$ cat src/rtl/wave_sampler_pkg.sv
package wave_sampler_pkg;
  typedef struct packed {
    logic filtStep;
    logic regLoad;
  } dpCtrlT;
endpackage

$ cat src/rtl/wave_sampler_ctrl.sv
module wave_sampler_ctrl
  import wave_sampler_pkg::*;
#(
  parameter logic [1:0] SEL_CODE = 2'b11
) (
  input  logic       clk,
  input  logic       rstN,
  input  logic       sampleStrobe,
  input  logic [1:0] srcSel,
  input  logic       sampleEn,
  output dpCtrlT     dpCtrl,
  output logic       readyQ
);
  logic chanPicked;

  always_comb begin
    chanPicked     = sampleEn && (srcSel == SEL_CODE);
    dpCtrl.filtStep = sampleStrobe;
    dpCtrl.regLoad  = sampleStrobe && chanPicked;
  end

  always_ff @(posedge clk) begin
    if (!rstN) readyQ <= 1'b0;
    else       readyQ <= dpCtrl.regLoad;
  end

  // the ready flag can only follow a strobe
  assert_ready_needs_strobe_R4: assert property (@(posedge clk) disable iff (!rstN)
    readyQ |-> $past(sampleStrobe));
endmodule

$ cat src/rtl/wave_sampler_dp.sv
module wave_sampler_dp
  import wave_sampler_pkg::*;
#(
  parameter int IN_W  = 16,
  parameter int GUARD = 8,
  parameter int SHIFT = 5,
  parameter int OUT_W = 24
) (
  input  logic                   clk,
  input  logic                   rstN,
  input  dpCtrlT                 dpCtrl,
  input  logic signed [IN_W-1:0] sampleIn,
  output logic [OUT_W-1:0]       waveOut
);
  localparam int SW  = IN_W + GUARD;
  localparam int DW  = SW + 1;
  localparam int EXT = OUT_W - IN_W;

  logic signed [SW-1:0] filtState;
  logic signed [SW-1:0] filtTarget;
  logic signed [DW-1:0] diffVal;
  logic signed [DW-1:0] stepVal;
  logic signed [DW-1:0] sumVal;
  logic signed [SW-1:0] filtNext;
  logic [IN_W-1:0]      narrowOut;
  logic [OUT_W-1:0]     wideOut;

  always_comb begin
    filtTarget = {sampleIn, {GUARD{1'b0}}};
    diffVal    = DW'(filtTarget) - DW'(filtState);
    stepVal    = diffVal >>> SHIFT;
    sumVal     = DW'(filtState) + stepVal;
    filtNext   = sumVal[SW-1:0];
    narrowOut  = filtNext[SW-1:GUARD];
  end

  generate
    if (EXT > 0) begin : gExt
      assign wideOut = {{EXT{narrowOut[IN_W-1]}}, narrowOut};
    end else begin : gNoExt
      assign wideOut = narrowOut[OUT_W-1:0];
    end
  endgenerate

  always_ff @(posedge clk) begin
    if (!rstN) begin
      filtState <= '0;
      waveOut   <= '0;
    end else begin
      if (dpCtrl.filtStep) filtState <= filtNext;
      if (dpCtrl.regLoad)  waveOut   <= wideOut;
    end
  end

  // each step lands between the old state and the scaled input
  assert_step_bounded_R8: assert property (@(posedge clk) disable iff (!rstN)
    dpCtrl.filtStep |=>
      ((filtState >= $past(filtState) && filtState <= $past(filtTarget)) ||
       (filtState <= $past(filtState) && filtState >= $past(filtTarget))));
endmodule

$ cat src/rtl/wave_sampler.sv
module wave_sampler
  import wave_sampler_pkg::*;
#(
  parameter int         IN_W     = 16,
  parameter int         GUARD    = 8,
  parameter int         SHIFT    = 5,
  parameter int         OUT_W    = 24,
  parameter logic [1:0] SEL_CODE = 2'b11
) (
  input  logic             clk,
  input  logic             rstN,
  input  logic             sampleStrobe,
  input  logic [IN_W-1:0]  sampleIn,
  input  logic [1:0]       srcSel,
  input  logic             sampleEn,
  output logic [OUT_W-1:0] waveOut,
  output logic             waveReady
);
  dpCtrlT dpCtrl;

  wave_sampler_ctrl #(.SEL_CODE(SEL_CODE)) uCtrl (
    .clk(clk), .rstN(rstN), .sampleStrobe(sampleStrobe), .srcSel(srcSel),
    .sampleEn(sampleEn), .dpCtrl(dpCtrl), .readyQ(waveReady));

  wave_sampler_dp #(.IN_W(IN_W), .GUARD(GUARD), .SHIFT(SHIFT), .OUT_W(OUT_W)) uDp (
    .clk(clk), .rstN(rstN), .dpCtrl(dpCtrl), .sampleIn(sampleIn), .waveOut(waveOut));

  // no selected strobe means the word holds
  assert_hold_unselected_R3: assert property (@(posedge clk) disable iff (!rstN)
    !(sampleStrobe && sampleEn && srcSel == SEL_CODE) |=> $stable(waveOut));
  // ready follows a selected strobe
  assert_ready_selected_R4: assert property (@(posedge clk) disable iff (!rstN)
    waveReady |-> $past(sampleEn && srcSel == SEL_CODE));
  // upper bits replicate the sign
  assert_sign_ext_R6: assert property (@(posedge clk) disable iff (!rstN)
    ($countones(waveOut[OUT_W-1:IN_W-1]) == 0) ||
    ($countones(waveOut[OUT_W-1:IN_W-1]) == OUT_W - IN_W + 1));
  // output quiet in the cycle after reset
  assert_reset_clear_R1: assert property (@(posedge clk)
    !rstN |=> (waveOut == '0 && !waveReady));
endmodule

$ cat config.mk
export PLATFORM = sky130hd
export DESIGN_NAME = wave_sampler
export DESIGN_NICKNAME = d
export VERILOG_FILES = /design/src/rtl/wave_sampler_pkg.sv /design/src/rtl/wave_sampler_ctrl.sv /design/src/rtl/wave_sampler_dp.sv /design/src/rtl/wave_sampler.sv
export SDC_FILE = /design/constraint.sdc
export NUM_CORES = 1
export LEC_CHECK = 0
export ABC_AREA = 1
export BUFFER_PORTS_ARGS = -buffer_cell sky130_fd_sc_hd__buf_2
export CAP_MARGIN = 25
export CORE_MARGIN = 2
export CORE_UTILIZATION = 60
export DETAILED_ROUTE_END_ITERATION = 10
export PLACE_DENSITY = 0.86
export SETUP_SLACK_MARGIN = 0.15
export SLEW_MARGIN = 10
export SYNTH_ARGS = -nofsm -noshare
export SYNTH_HDL_FRONTEND = slang
export SYNTH_SLANG_ARGS = --single-unit
$ cat constraint.sdc
create_clock -name clk -period 7.55 [get_ports clk]
set_input_delay 0.755 -clock clk [delete_from_list [all_inputs] [get_ports clk]]
set_output_delay 0.755 -clock clk [all_outputs]
set_load 0.02 [all_outputs]
==> flow_metrics.env <==
export IMPL_run_status="finished clean"
export IMPL_period_share=0.532
export IMPL_grt_pass1_vias=3842
export IMPL_totalWireLength_um=11400
export IMPL_ctsResizeCount=0
export IMPL_final_layout_size_suffix_gt1_frac=0.124
export IMPL_critical_path_arrival_ps=4220
export IMPL_regToRegSetupSlack_ps=3660
export IMPL_crit_chain="buf_2 > ha_1 > a21oi_1 > o21ai_0 > a21oi_1 > o21ai_1 > a21oi_1 > xnor2_1 > ha_1 > nand2_1 > nor3_1 > inv_1 > o21ai_0 > nand2_1 > nand3_1 > a21oi_2 > nand3_1 > nand3_1 > nand2_1 > inv_1"
export IMPL_synth_edff_count=0
export IMPL_ys_flop_type="dfxtp_1"
export IMPL_die_area_mm2=0.00765
export IMPL_synth_most_common_cell="inv_1"
export IMPL_synth_warnings=0
export IMPL_finalSetupViolations=0
export IMPL_initial_core_util=0.619
export IMPL_die_x_um=87.5
export IMPL_synth_adder_area_share=0.130
export IMPL_synth_compound_area_frac=0.176
export IMPL_core_area_mm2=0.00676
export IMPL_worst_pin_slew_ps=1010
export IMPL_ys_types=43
export IMPL_dr_total_vias=4302
export IMPL_n_antenna_cell=0
export IMPL_num_rows=30
export IMPL_syn_area_mm2=0.00418
export IMPL_ios=47
export IMPL_hp_class="flop to flop"
export IMPL_cts_buffers=5
export IMPL_clock_path_buffers=2
export IMPL_nNetsFinal=743
export IMPL_drt_initial_drc_count=352
export IMPL_grt_max_degree=33
export IMPL_rsz0062_at_grt="no"
export IMPL_cts_root_buffer_cell="clkbuf_8"
export IMPL_synth_mux_area_frac=0
export IMPL_worstPathRequired_ps=7760
export IMPL_grt_pass1_wl_um=17900
export IMPL_ant_nets=0
export IMPL_yosysTopAreaCell="dfxtp_1"
export IMPL_ys_ff_latch=41
export IMPL_drc=0
export IMPL_dr_pass1_iters=6
export IMPL_routedWlPerCell_um=15.1
export IMPL_synth_yosys_seq_area_share=0.196
export IMPL_cp_start_kind="input pin"
export IMPL_synth_top_family_by_area="simple AND/OR/NAND/NOR gates"
export IMPL_clock_sinks=41
export IMPL_synth_simple_area_share=0.310
export IMPL_critical_path_max_stage_delay_ps=390
export IMPL_crit_slowest_cell="ha_1"
export IMPL_wl_met3_um=871
export IMPL_synthXorXnorAreaFrac=0.0524
export IMPL_synth_area_leaders="dfxtp_1 20%, ha_1 13%, inv_1 9.8%"
export IMPL_end_kind="flop"
export IMPL_cts_tree="built"
export IMPL_routed_via_density=5.68
export IMPL_hold_viol=0
export IMPL_hp_start="uDp.waveOut[3]$_SDFFE_PN0P_"
export IMPL_hold_end="uDp.waveOut[3]$_SDFFE_PN0P_"
export IMPL_top_layer_used="met4"
export IMPL_synth_common_cells="109 x inv_1, 108 x nand2_1, 80 x nor2_1"
export IMPL_gp_congestion=0.944
export IMPL_area_delta_synth_final_pct=6.44
export IMPL_grt_overflow=0
export IMPL_syn_inst=646
export IMPL_r2r_cells=20
export IMPL_finalMaxSlewViolations=0
export IMPL_numPortBuffers=46
export IMPL_die_height_um=87.5
export IMPL_skew_ps=5.16
export IMPL_clk_latency_ps=300
export IMPL_clk_pin_slew_ps=80
export IMPL_whs_path_depth=2
export IMPL_crit_path_max_fanout=6
export IMPL_synth_top_area_share=0.196
export IMPL_grt_usage=0.301
export IMPL_max_freq_ghz=0.249
export IMPL_maxCapViolations=0
export IMPL_layout_min_cycle_time_ps=4020
export IMPL_rr_endpoint="uDp.waveOut[15]$_SDFFE_PN0P_"
export IMPL_fillers=614
export IMPL_slew_headroom=0.323
export IMPL_syn_mean_instance_area_um2=6.47
export IMPL_hpwl_um=9140
export IMPL_post_cts_buffers=0
export IMPL_met1_length_um=5140
export IMPL_critPathKind="input pin to flop"
export IMPL_setup_tns_ps=0
export IMPL_ctsHoldBuffers=0
export IMPL_reg2reg_from="uDp.filtState[9]$_SDFFE_PN0P_"
export IMPL_synth_async_reset_ratio=0
export IMPL_syn_num_nets=711
export IMPL_htree_levels=2
export IMPL_antenna_found_initial=0
export IMPL_wl_met2_um=5190
[per-layer routing]
metal	track usage	up-vias
met5	0	-
met3	0.0313	22
li1	-	2149
met4	0.0755	0
met1	0.420	1931
met2	0.496	200
[metrics by stage]
| step | cells | utilization | setup slack, ps | hold WS, ps | instance area (um2) |
|---|---|---|---|---|---|
| 2_1_floorplan | 646 | - | 4070 | 477 | 4180 |
| 3_3_place_gp | 751 | 0.646 | 3340 | 494 | 4360 |
| 3_5_place_dp | 751 | 0.646 | 3340 | 494 | 4360 |
| 4_1_cts | 758 | 0.659 | 3650 | 517 | 4450 |
| 5_1_grt | 758 | 0.659 | 3170 | 558 | 4450 |
| 6_report | 758 | 0.659 | 3530 | 511 | 4450 |
[layout by cell type, fill, tap and decap left out, drive strengths merged]
| cell | instances |
|---|---|
| a211oi | 2 |
| a21boi | 1 |
| a21o | 10 |
| a21oi | 57 |
| a31oi | 5 |
| buf | 46 |
| clkbuf | 7 |
| dfxtp | 41 |
| fa | 1 |
| ha | 42 |
| inv | 110 |
| nand2 | 129 |
| nand3 | 44 |
| nand3b | 3 |
| nand4 | 9 |
| nor2 | 84 |
| nor3 | 8 |
| nor4 | 4 |
| o211ai | 4 |
| o21a | 2 |
| o21ai | 32 |
| o21bai | 5 |
| o221ai | 4 |
| o31ai | 2 |
| or2 | 1 |
| xnor2 | 8 |
| xor2 | 17 |
[flip-flops by register name, summed over array words and instances, names as in the netlist]
name,cells
uDp.filtState,24
uCtrl.readyQ,1
uDp.waveOut,16
[layout make-up]
cell class              count  area (um2)  area share
flip-flops and latches     41         821       0.184
clock buffers               7        86.3      0.0194
inverters                 110         415      0.0934
multi-input cells         474        2800       0.629
repair buffers             46         230      0.0517
well taps                  80         100      0.0225
[critical path, delay by kind of cell]
family,cells,cell delay (ps)
compound gates,7,1540
xor+xnor,1,140
fa+ha+maj,2,760
buf+inv,3,240
simple gates,7,760
[logic make-up after synthesis]
| logic type | count (synthesis) |
|---|---|
| AO/OA/AOI/OAI | 124 |
| XOR/XNOR | 25 |
| adder cells (fa/ha/maj) | 43 |
| buffers and inverters | 131 |
| flip-flops | 41 |
| AND/OR/NAND/NOR | 282 |
[worst max-delay path by stage]
stage | from | to | slack (ps) | depth (start not counted)
final | sampleIn[1] | uDp.waveOut[15]$_SDFFE_PN0P_ | 3530 | 20
after floorplan | sampleIn[1] | uDp.filtState[23]$_SDFFE_PN0P_ | 4070 | 19
after global placement | sampleIn[1] | uDp.waveOut[15]$_SDFFE_PN0P_ | 3340 | 20
after CTS | sampleIn[1] | uDp.waveOut[15]$_SDFFE_PN0P_ | 3650 | 20
after detailed placement | sampleIn[1] | uDp.waveOut[14]$_SDFFE_PN0P_ | 3340 | 19
after global routing | sampleIn[1] | uDp.waveOut[15]$_SDFFE_PN0P_ | 3170 | 20
Power is left out: the tool's default activity adds up to more than one toggle a clock period on the data nets, which glitch-free logic cannot reach.
